===== config.mk =====
export PLATFORM = sky130hd
export DESIGN_NAME = rs_line_timer
export DESIGN_NICKNAME = d
export VERILOG_FILES = /design/src/rtl/rs_timing_pkg.sv /design/src/rtl/rs_row_pointer.sv /design/src/rtl/rs_line_sequencer.sv /design/src/rtl/rs_line_timer.sv
export SDC_FILE = /design/constraint.sdc
export NUM_CORES = 1
export LEC_CHECK = 0
export ABC_AREA = 0
export CORE_AREA = 10 10 126 128
export CTS_BUF_LIST = sky130_fd_sc_hd__clkbuf_8
export CTS_CLUSTER_SIZE = 20
export DETAILED_ROUTE_END_ITERATION = 8
export DIE_AREA = 0 0 136 138
export GPL_TIMING_DRIVEN = 0
export SLEW_MARGIN = 10
export SYNTH_ARGS = -nofsm -noshare
export SYNTH_HDL_FRONTEND = slang
export SYNTH_HIERARCHICAL = 1
export SYNTH_SLANG_ARGS = --single-unit

===== constraint.sdc =====
create_clock -name clk -period 4.4 [get_ports clk]
set_input_delay 0.88 -clock clk [delete_from_list [all_inputs] [get_ports clk]]
set_output_delay 0.88 -clock clk [all_outputs]
set_load 0.005 [all_outputs]

===== src/rtl/rs_timing_pkg.sv =====
package rs_timing_pkg;
    typedef enum logic [1:0] {
        PH_SYNC  = 2'd0,
        PH_BLANK = 2'd1,
        PH_PIXEL = 2'd2
    } phase_e;
endpackage


===== src/rtl/rs_row_pointer.sv =====
module rs_row_pointer #(
    parameter int ROWS  = 256,
    parameter int ROW_W = $clog2(ROWS)
) (
    input  logic             clk,
    input  logic             rst_n,
    input  logic             load,
    input  logic [ROW_W-1:0] load_row,
    input  logic             step,
    output logic [ROW_W-1:0] row
);
    localparam logic [ROW_W-1:0] TOP_ROW = ROW_W'(ROWS - 1);

    logic [ROW_W-1:0] row_d, row_q;

    always_comb begin
        row_d = row_q;
        if (load) begin
            row_d = load_row;
        end else if (step) begin
            row_d = (row_q == TOP_ROW) ? '0 : row_q + ROW_W'(1);
        end
    end

    always_ff @(posedge clk or negedge rst_n) begin
        if (!rst_n) row_q <= '0;
        else        row_q <= row_d;
    end

    assign row = row_q;

    // a step always moves the pointer
    a_r5_step_moves: assert property (@(posedge clk) disable iff (!rst_n)
        (step && !load) |=> (row_q != $past(row_q)));
endmodule


===== src/rtl/rs_line_sequencer.sv =====
module rs_line_sequencer
    import rs_timing_pkg::*;
#(
    parameter int ROW_W   = 8,
    parameter int PIX_W   = 12,
    parameter int BLANK_W = 8
) (
    input  logic               clk,
    input  logic               rst_n,
    input  logic [ROW_W:0]     height,
    input  logic [PIX_W-1:0]   pix_count,
    input  logic [BLANK_W-1:0] blank,
    output logic               frame_sync,
    output logic               pix_valid,
    output logic               line_adv,
    output logic               frame_done
);
    localparam int CNT_W = (PIX_W > BLANK_W) ? PIX_W : BLANK_W;

    typedef struct packed {
        phase_e           ph;
        logic [CNT_W-1:0] cnt;
        logic [ROW_W:0]   line;
    } seq_s;

    seq_s             seq_d, seq_q;
    logic [PIX_W-1:0] pix_eff;
    logic [ROW_W:0]   h_eff;
    logic [CNT_W-1:0] pix_last, blank_last;
    logic             line_end, last_line;
    phase_e           line_first_ph;

    always_comb begin
        pix_eff       = (pix_count == '0) ? PIX_W'(1) : pix_count;
        h_eff         = (height == '0) ? (ROW_W+1)'(1) : height;
        pix_last      = CNT_W'(pix_eff) - CNT_W'(1);
        blank_last    = CNT_W'(blank) - CNT_W'(1);
        line_first_ph = (blank == '0) ? PH_PIXEL : PH_BLANK;
        line_end      = (seq_q.ph == PH_PIXEL) && (seq_q.cnt == pix_last);
        last_line     = (seq_q.line == h_eff - (ROW_W+1)'(1));

        seq_d = seq_q;
        unique case (seq_q.ph)
            PH_SYNC: begin
                seq_d.line = '0;
                seq_d.cnt  = '0;
                seq_d.ph   = line_first_ph;
            end
            PH_BLANK: begin
                if (seq_q.cnt == blank_last) begin
                    seq_d.cnt = '0;
                    seq_d.ph  = PH_PIXEL;
                end else begin
                    seq_d.cnt = seq_q.cnt + CNT_W'(1);
                end
            end
            PH_PIXEL: begin
                if (line_end) begin
                    seq_d.cnt = '0;
                    if (last_line) begin
                        seq_d.ph = PH_SYNC;
                    end else begin
                        seq_d.line = seq_q.line + (ROW_W+1)'(1);
                        seq_d.ph   = line_first_ph;
                    end
                end else begin
                    seq_d.cnt = seq_q.cnt + CNT_W'(1);
                end
            end
            default: seq_d.ph = PH_SYNC;
        endcase
    end

    always_ff @(posedge clk or negedge rst_n) begin
        if (!rst_n) begin
            seq_q.ph   <= PH_SYNC;
            seq_q.cnt  <= '0;
            seq_q.line <= '0;
        end else begin
            seq_q <= seq_d;
        end
    end

    assign frame_sync = (seq_q.ph == PH_SYNC);
    assign pix_valid  = (seq_q.ph == PH_PIXEL);
    assign line_adv   = line_end && !last_line;
    assign frame_done = line_end && last_line;

    // the frame events never overlap
    a_r8_events_exclusive: assert property (@(posedge clk) disable iff (!rst_n)
        $onehot0({frame_sync, line_adv, frame_done}));
    // no pixel strobe in a sync cycle
    a_r8_no_pix_in_sync: assert property (@(posedge clk) disable iff (!rst_n)
        frame_sync |-> !pix_valid);
    // a new frame follows frame done
    a_r7_done_then_sync: assert property (@(posedge clk) disable iff (!rst_n)
        frame_done |=> frame_sync);
    // an advance sits on a pixel strobe
    a_r5_adv_on_pixel: assert property (@(posedge clk) disable iff (!rst_n)
        line_adv |-> pix_valid);
endmodule


===== src/rtl/rs_line_timer.sv =====
module rs_line_timer #(
    parameter int ROWS    = 256,
    parameter int PIX_W   = 12,
    parameter int BLANK_W = 8,
    localparam int ROW_W  = $clog2(ROWS)
) (
    input  logic               clk,
    input  logic               rst_n,
    input  logic [ROW_W-1:0]   win_start,
    input  logic [ROW_W:0]     win_height,
    input  logic [PIX_W-1:0]   pix_per_line,
    input  logic [ROW_W-1:0]   line_offset,
    input  logic [BLANK_W-1:0] blank_cycles,
    output logic               rd_sync,
    output logic               rst_sync,
    output logic               rd_adv,
    output logic               rst_adv,
    output logic               pix_valid,
    output logic               frame_done,
    output logic [ROW_W-1:0]   rd_row,
    output logic [ROW_W-1:0]   rst_row
);
    localparam logic [ROW_W:0] ROWS_X = (ROW_W+1)'(ROWS);

    logic             frame_sync, line_adv;
    logic [ROW_W:0]   off_eff, start_sum, rst_start, row_gap;
    logic [ROW_W-1:0] load_rows [2];
    logic [ROW_W-1:0] rows      [2];

    always_comb begin
        off_eff   = (line_offset == '0) ? (ROW_W+1)'(1) : {1'b0, line_offset};
        start_sum = {1'b0, win_start} + off_eff;
        rst_start = (start_sum >= ROWS_X) ? start_sum - ROWS_X : start_sum;
        load_rows[0] = win_start;
        load_rows[1] = rst_start[ROW_W-1:0];
        row_gap = (rows[1] >= rows[0])
                ? {1'b0, rows[1]} - {1'b0, rows[0]}
                : {1'b0, rows[1]} + ROWS_X - {1'b0, rows[0]};
    end

    rs_line_sequencer #(
        .ROW_W  (ROW_W),
        .PIX_W  (PIX_W),
        .BLANK_W(BLANK_W)
    ) u_seq (
        .clk       (clk),
        .rst_n     (rst_n),
        .height    (win_height),
        .pix_count (pix_per_line),
        .blank     (blank_cycles),
        .frame_sync(frame_sync),
        .pix_valid (pix_valid),
        .line_adv  (line_adv),
        .frame_done(frame_done)
    );

    for (genvar g = 0; g < 2; g++) begin : g_ptr
        rs_row_pointer #(
            .ROWS (ROWS),
            .ROW_W(ROW_W)
        ) u_ptr (
            .clk     (clk),
            .rst_n   (rst_n),
            .load    (frame_sync),
            .load_row(load_rows[g]),
            .step    (line_adv),
            .row     (rows[g])
        );
    end

    assign rd_sync  = frame_sync;
    assign rst_sync = frame_sync;
    assign rd_adv   = line_adv;
    assign rst_adv  = line_adv;
    assign rd_row   = rows[0];
    assign rst_row  = rows[1];

    // read pointer loads the window start
    a_r2_read_load: assert property (@(posedge clk) disable iff (!rst_n)
        rd_sync |=> (rd_row == $past(win_start)));
    // reset pointer lands offset lines ahead
    a_r3_reset_load: assert property (@(posedge clk) disable iff (!rst_n)
        rst_sync |=> (row_gap == $past(off_eff)));
    // advancing keeps the gap
    a_r6_gap_hold: assert property (@(posedge clk) disable iff (!rst_n)
        rd_adv |=> (row_gap == $past(row_gap)));
endmodule


---- Word level (Yosys, flattened, before mapping) ----
Index checks and enable logic that the tools add are counted.
word-level totals
  logic and storage cells ................. 60
  input port bits ......................... 47
  output and inout port bits .............. 22
  flip-flop bits (word level) ............. 39
cells by class
  $add $sub $neg .......................... 9
  reductions and logical operators ........ 14
  eq/ne operators ......................... 10
  $lt $le $gt $ge ......................... 1
  muxes and demuxes ....................... 21
operators by type and width
  operator                                               number
  2-to-1 mux 8 bit                                       8
  2-to-1 mux 12 bit                                      3
  one-hot mux 12 bit (3 select lines)                    1
  2-to-1 mux 9 bit                                       3
  equality test 12 bit                                   2
  one-hot mux 9 bit (2 select lines)                     1
  adder 8 x 1 -> 8 bit, second input constant            2
  equality test 8 bit, second input constant             2
  zero test 8 bit                                        2
  adder 12 x 1 -> 12 bit, second input constant          1
  zero test 12 bit                                       1
  subtractor 12 x 1 -> 12 bit, second input constant     1
  adder 8 x 8 -> 9 bit                                   1
  adder 9 x 1 -> 9 bit, second input constant            1
  equality test 9 bit                                    1
  >= comparator 9 bit, second input constant             1
  zero test 9 bit                                        1
  subtractor 8 x 1 -> 9 bit, second input constant       1
  subtractor 9 x 1 -> 9 bit, second input constant       1
  2-to-1 mux 2 bit                                       4
  subtractor 8 x 1 -> 8 bit, second input constant       1
  one-hot mux 2 bit (3 select lines)                     1
  inequality test 2 x 1 -> 1 bit, second input constant  2
  nonzero test 2 bit                                     2
  other kinds (9)                                        11

---- Depth between registers and ports, before layout ----
Gate-level depths: netlist (run 1).
  depth in word-level cells ............... 8
  gate-level depth with buffers ........... 16
  gate-level depth less buffers ........... 14

---- Hierarchy ----
The synthesis (run 1) kept the hierarchy.
modules (own cells, without submodules)
  module             area each (um2)  cells each  times used  seq. area each (um2)
  rs_line_sequencer  2595.0           325         1           575.6
  rs_row_pointer     485.5            54          2           200.2
  rs_line_timer      379.1            50          1           0.0

---- Least setup slack after synthesis (run 1) ----
Ideal clock, no wire load.
  path type ............................... input-to-output
  start ................................... in pix_per_line[4]
  end ..................................... out rst_adv
  required time ........................... 3520 ps
  data arrival time ....................... 3461 ps
  stages on the path ...................... 11
  setup slack ............................. 59 ps
  path buffers ............................ 1
  path through ............................ or3_1 nor3_1 a21oi_1 ha_1 nor3b_1 nor4b_1 o211ai_1 nor4_1 nand3_1 nor3_1 buf_4
between the ends
  word-level cells in the longest chain between the ends .. 6
ends and longest elaborated chain
  item                           line                     text
  from (decl)                    rs_line_timer.sv:11      input logic [PIX_W-1:0] pix_per_line,
  zero test 12 bit               rs_line_sequencer.sv:34  pix_eff = (pix_count == '0) ? PIX_W'(1) : pix_count;
  2-to-1 mux 12 bit *            rs_line_sequencer.sv:34
  subtractor 12 x 1 -> 12 bit *  rs_line_sequencer.sv:36  pix_last = CNT_W'(pix_eff) - CNT_W'(1);
  equality test 12 bit *         rs_line_sequencer.sv:39  line_end = (seq_q.ph == PH_PIXEL) && (seq_q.cnt == pix_last);
  logical AND 1 bit *            rs_line_sequencer.sv:39
  logical AND 1 bit *            rs_line_sequencer.sv:86  assign line_adv = line_end && !last_line;
  to (decl)                      rs_line_timer.sv:17      output logic rst_adv,
Every way passes the cells marked *; elsewhere a longest branch is shown, timed or not.

---- Worst setup path in the final report (run 1) ----
  start ................................... in pix_per_line[5]
  end ..................................... out rst_adv
The elaborated chain is that of the path after synthesis.

==> results.cfg, run 1 <==
[clock_tree]
numClockSinks = 39
cts_root_buf = clkbuf_8
worstSkewPairLatency_ns = 0.30
clkTransAtPathRegs_ns = 0.08
hold_buffers = 0
cts_tree = done
clock_path_buffers = 2
cts_buffers = 5
cts_max_level = 2

[power]
power_density_nw_per_um2 = 348.3
ir_drop_v = 0.0002250
power.total_mw = 1.806
power_leakage_nw = 2.099

[synthesis]
synth_top_area_cell = dfrtp_1
syn_area_sq_um = 3945
async_flop_share_pct = 100.0
yosysUniqueCellTypes = 68
synth_edf_count = 0
yosysTopAreaCellShare_pct = 24.74
syn_avg_cell_area_sq_um = 8.168
yosysWarnings = 6
ys_dominant_reg_cell = dfrtp_1
syn_inst = 483
ys_ff_latch = 39
synth_area_leaders = dfrtp_1 25%, ha_1 6.3%, xor2_1 4.9%, nand2_1 4.7%, xnor2_1 4.4%
syn_nets = 551
yosysSeqAreaShare_pct = 24.74

[placement]
dp_hpwl_mm = 8.580
globalplace.congestion = 0.8880
place_area_sq_um = 4836
port_buffers = 65

[critical_path]
cp-startpoint = pix_per_line[5]
ff2ff_setup_slack_ns = 1.22
crit_path_end_kind = output pin
ff2ff_path_depth = 15
reg2reg_from = u_seq/seq_q[18]
cp.required_ns = 3.52
critPathLaunchType = input port
r2r-end = g_ptr[0].u_ptr/row[3]
crit_end = rst_adv
path_class = in -> out
cp_max_fo = 5
crit_arrival_ns = 3.48

[timing]
max_freq_mhz = 229.2
fin_skew_ns = 0.008967
min_period_over_period_pct = 99.14
finalHoldViolations = 0
finalSetupViolCount = 0
rsz0062_at_grt = true
tightest_slew_ns = 0.5453
maxSlewHeadroom_pct = 63.65
drv_slew = 0
whs_ns = 0.4128
finalCriticalPeriod_ns = 4.362

[global_route]
antenna_found_initial = 0
met1_usage_pct = 14.94
grt_pass1_vias = 3940
grt_pass1_wl_mm = 18.82
grt_usage_pct = 11.87
grtUsageMet3_pct = 2.355
grt_start_max_net_pins = 35
grt_overflow = 0
busiest_layer = met2
grtUsageMet2_pct = 19.78

[finish]
multiInputGateArea_sq_um = 2913
final_cell_mix = 49 x nand2_1, 46 x clkdlybuf4s50_1, 39 x dfrtp_1
seq_area_sq_um = 975.9
syn_to_final_growth_pct = 31.43
layout.nets = 640
layout_commonest_cell = nand2_1
diodes = 0
drive_gt1_share_pct = 15.18
stdcell_area_sq_um = 5185
fillerInstances = 1379

[floorplan]
die_height_microns = 138
dieArea_sq_um = 18770
initial_utilization_pct = 29.21
rows = 43
die_w_microns = 136
num_io_pins = 69
core_area_sq_um = 13500

[route]
dr.pass1.iters = 7
wire_per_inst_microns = 14.61
drt_iter0_markers = 271
routed_wl_mm = 11.00
drc = 0
num_vias = 3874
vias_per_cell = 5.145
ant_nets = 0

[hold_path]
hp-class = in -> async

[run]
cap_violations = 0

[run_status]
status = completed
-- flip-flops by register name, indices dropped and copies added, names as in the netlist --
register / flops
g_ptr.u_ptr/row: 16
u_seq/seq_q: 23
-- logic make-up (layout without fill, tap and decap cells) --
group                    after synthesis  after routing  synth area share, %
multiplexers                          16             16                4.123
AND/OR/NAND/NOR                      211            211                29.69
XOR/XNOR                              43             43                9.737
AO/OA/AOI/OAI                        111            111                20.01
buffers and inverters                 42            132                4.852
adder cells (fa/ha/maj)               21             21                6.851
flip-flops                            39             39                24.74
-- worst max-delay path, cell delays in order --
cell and delay (ns):
buf_8 0.10, or3_4 0.40, nor3_4 0.17, a21oi_2 0.08, ha_2 0.21, nor3b_4 0.16
nor4b_4 0.30, o211ai_1 0.16, nor4_2 0.35, nand3_2 0.16, nor3_4 0.20, buf_6 0.14
buf_6 0.09, buf_6 0.08
-- power by group --
| part | internal (mW) | total, mW | leakage (nW) | switching [mW] |
|---|---|---|---|---|
| clock network | 0.141 | 0.269 | 0.0557 | 0.128 |
| logic | 0.481 | 0.953 | 1.54 | 0.472 |
| registers | 0.446 | 0.584 | 0.504 | 0.138 |
-- cell usage after synthesis (8+ instances only) --
cell	n
nand2_1	49
dfrtp_1	39
nor2_1	29
a21oi_1	23
o21ai_0	23
xor2_1	22
nand3_1	21
ha_1	20
xnor2_1	20
nor3_1	19
inv_1	17
mux2i_1	14
clkbuf_1	12
or3_1	12
nand2b_1	10
nand4_1	10
nor3b_1	10
buf_2	9
a21o_1	8
nor2b_1	8
-- layout make-up --
type                            count  share of cell area (%)
Multi-Input combinational cell    402                   56.18
Sequential cell                    39                   18.82
Timing Repair Buffer               82                   14.91
Buffer                             25                   2.582
Tap cell                          180                   4.344
Inverter                           17                   1.231
Clock buffer                        7                   1.858
Clock inverter                      1                 0.07239
-- how the worst min path moves through the flow --
stage / start / end / slack, ns / depth (start not counted)
2_1_floorplan: g_ptr[0].u_ptr/row[7] / g_ptr[0].u_ptr/row[7] / 0.52 / 1
3_3_place_gp: g_ptr[1].u_ptr/row[7] / g_ptr[1].u_ptr/row[7] / 0.54 / 1
3_5_place_dp: g_ptr[1].u_ptr/row[7] / g_ptr[1].u_ptr/row[7] / 0.56 / 1
4_1_cts: rst_n / u_seq/seq_q[14] / 0.41 / 1
5_1_grt: rst_n / u_seq/seq_q[13] / 0.40 / 1
6_report: rst_n / u_seq/seq_q[13] / 0.41 / 1
-- stage by stage --
step,util (%),std cells,TNS [ns],setup slack (ns)
6_report,38.40,753,0,0.03773
3_5_place_dp,35.81,729,-27.55,-1.842
5_1_grt,38.40,753,-0.1623,-0.07918
3_3_place_gp,35.70,728,-27.27,-1.856
4_1_cts,37.84,749,-0.01077,-0.01077
2_1_floorplan,-,483,0,0.05868
-- what timing repair did --
item                                    in CTS  in global routing
endpoints found under the setup margin      23                  3
setup buffers                               12                  4
resized for setup                           68                 24
pin swaps                                   12                 14
gates cloned                                 0                  0
-- routing by layer --
metal,vias up,routed length [microns]
met5,-,0
met4,0,191
met3,9,538
met2,79,5334
met1,1834,4935
li1,1952,-
Power figures use the tool's default switching activity.
==> run 2, diff against run 1 <==
Settings changed: GPL_TIMING_DRIVEN 0 to 1.
Clock period 4.4 ns to 3.96 ns, I/O delays scaled along.
==> run 2 against run 1 <==
  * The run now ends with negative setup slack left
  * Sequential share of layout area fell by 1.7 points
  * Final cell count grew 5.6%
  * Combinational power increased by 21%
  * Design area rose by 9.8%
  * Worst hold slack better by 0.14 ns
  * Non-clock buffer count increased by 42
  * Setup slack worse by 0.083 ns
  * Clock power grew 31%
  * Via count up 7.4%
  * Largest cell class unchanged
  * Largest power group unchanged
  * Highest routed layer unchanged
==> results.cfg, run 2 (synthesized netlist as in run 1, its figures left out) <==
[timing]
drv_slew = 0
maxSlewHeadroom_pct = 37.46
setup_ws_ns = -0.04503
finalSetupViolCount = 1
finalCriticalPeriod_ns = 4.005
setup_tns_ns = -0.04503
fin_skew_ns = 0.002401
rsz0062_at_grt = true
max_freq_mhz = 249.7
whs_ns = 0.5561
finalHoldViolations = 0
min_period_over_period_pct = 101.1
tightest_slew_ns = 0.9381

[floorplan]
rows = 43
initial_utilization_pct = 29.21
dieArea_sq_um = 18770
die_w_microns = 136
core_area_sq_um = 13500
die_height_microns = 138
num_io_pins = 69

[clock_tree]
hold_buffers = 0
cts_root_buf = clkbuf_8
clock_path_buffers = 2
cts_tree = done
clkTransAtPathRegs_ns = 0.08
worstSkewPairLatency_ns = 0.30
cts_max_level = 2
numClockSinks = 39
cts_buffers = 5

[route]
wl_met1_mm = 5.506
drc = 0
num_vias = 4162
ant_nets = 0
dr.pass1.iters = 4
routed_wl_mm = 12.41
drt_iter0_markers = 255
vias_per_cell = 5.235
wire_per_inst_microns = 15.62
wl_met2_mm = 6.074
wl_met3_microns = 623
highest_layer = met4

[power]
p_switching_mw = 0.8673
share_comb_of_total_power_pct = 53.3
ir_drop_v = 0.0003385
clockPowerShare_pct = 16.3
share_seq_of_total_power_pct = 30.4
power_density_nw_per_um2 = 379.5
p_int_mw = 1.293
power.total_mw = 2.161
power_leakage_nw = 2.352
switching_share_pct = 40.14

[critical_path]
crit_path_end_kind = output pin
reg2reg_from = u_seq/seq_q[15]
path_class = in -> out
ff2ff_path_depth = 16
crit_path_max_incr_delay_ns = 0.39
crit_slowest_cell = or3_4
cp.required_ns = 3.17
r2r-end = u_seq/seq_q[15]
critPathLaunchType = input port
crit_arrival_ns = 3.21
path_cells = buf_6, or3_4, nor3_4, a21oi_2, ha_4, xnor2_4, a211oi_2, o311ai_2, nor4_2, nand3_1, buf_4, nor2_2, and2_1, buf_2
ff2ff_setup_slack_ns = 0.81
cp_max_fo = 2

[run_status]
status = finished, violations left
violations = negative setup slack

[finish]
diodes = 0
layout.nets = 682
final_cell_mix = 75 x buf_4, 49 x nand2_1, 49 x clkdlybuf4s50_1
fin_util_pct = 42.16
syn_to_final_growth_pct = 44.31
drive_gt1_share_pct = 24.88
fillerInstances = 1343
stdcell_area_sq_um = 5693
layout_commonest_cell = buf_4
final_cells = 795
regMostFlops = u_seq/seq_q
largest_reg_flops = 23

[placement]
port_buffers = 68
dp_hpwl_mm = 9.420
dp_slack_ns = -1.086
placed_cells = 764
globalplace.congestion = 0.8753
place_area_sq_um = 5165

[global_route]
grt_overflow = 0
grt_usage_pct = 12.97
grt_pass1_wl_mm = 20.56
grt_start_max_net_pins = 40
antenna_found_initial = 0
grt_pass1_vias = 4247

[run]
cap_violations = 0

[hold_path]
hold_depth = 1
hp-start = g_ptr[1].u_ptr/row[7]
min_to = g_ptr[1].u_ptr/row[7]
hp-class = reg -> reg
## run 2: cell count changes in the layout (fill, tap and decap cells not counted), moves of 2 or more
cell	before	now
nor2_1	28	25
nor4b_1	4	2
nor2_2	1	4
clkdlybuf4s50_1	46	49
a211oi_1	3	1
buf_4	16	75
clkbuf_1	12	0
a211oi_2	1	3
buf_2	14	5
nor4b_2	1	3
dlymetal6s2s_1	4	2
nor3_2	3	5
## run 2: worst max-delay path by stage
stage                    start          to  cells after the start
6_report       pix_per_line[6]  frame_done                     14
5_1_grt        pix_per_line[6]  frame_done                     14
4_1_cts        pix_per_line[6]  frame_done                     14
3_5_place_dp   pix_per_line[4]     rst_adv                     13
3_3_place_gp   pix_per_line[4]     rst_adv                     13
2_1_floorplan  pix_per_line[4]     rst_adv                     11
## run 2: critical path, delay by kind of cell
family	cells	cell delay [ns]
simple gates	6	1.18
compound gates	3	0.46
buf+inv	3	0.37
fa+ha+maj	1	0.27
xor+xnor	1	0.14
## run 2: repair_timing
| item | 4_1_cts | 5_1_grt |
|---|---|---|
| cloned | 0 | 0 |
| setup endpoints to repair | 28 | 26 |
| buffers inserted | 35 | 5 |
| resized for setup | 82 | 23 |
| pin swaps | 28 | 28 |
## run 2: metal layers
metal | track usage, % | vias up
li1 | - | 2045
met1 | 15.92 | 2004
met2 | 21.72 | 97
met3 | 2.971 | 16
met4 | 4.150 | 0
met5 | 0 | -
## run 2: power by group through the flow
stage	Clock (mW)	Sequential [mW]	Combinational [mW]
floorplan	0	0.621	0.638
global placement	0	0.653	1.06
detailed placement	0	0.658	1.09
CTS	0.368	0.651	1.14
global route	0.388	0.677	1.28
finish	0.352	0.657	1.15
## run 2: layout make-up
| type | count | area, sq um | share of cell area, % |
|---|---|---|---|
| timing repair buffer | 149 | 1285 | 22.57 |
| clock buffer | 6 | 82.58 | 1.451 |
| multi-input combinational | 402 | 3025 | 53.14 |
| tap | 180 | 225.2 | 3.956 |
| sequential | 39 | 975.9 | 17.14 |
| clock inverter | 2 | 35.03 | 0.6154 |
| inverter | 17 | 63.81 | 1.121 |
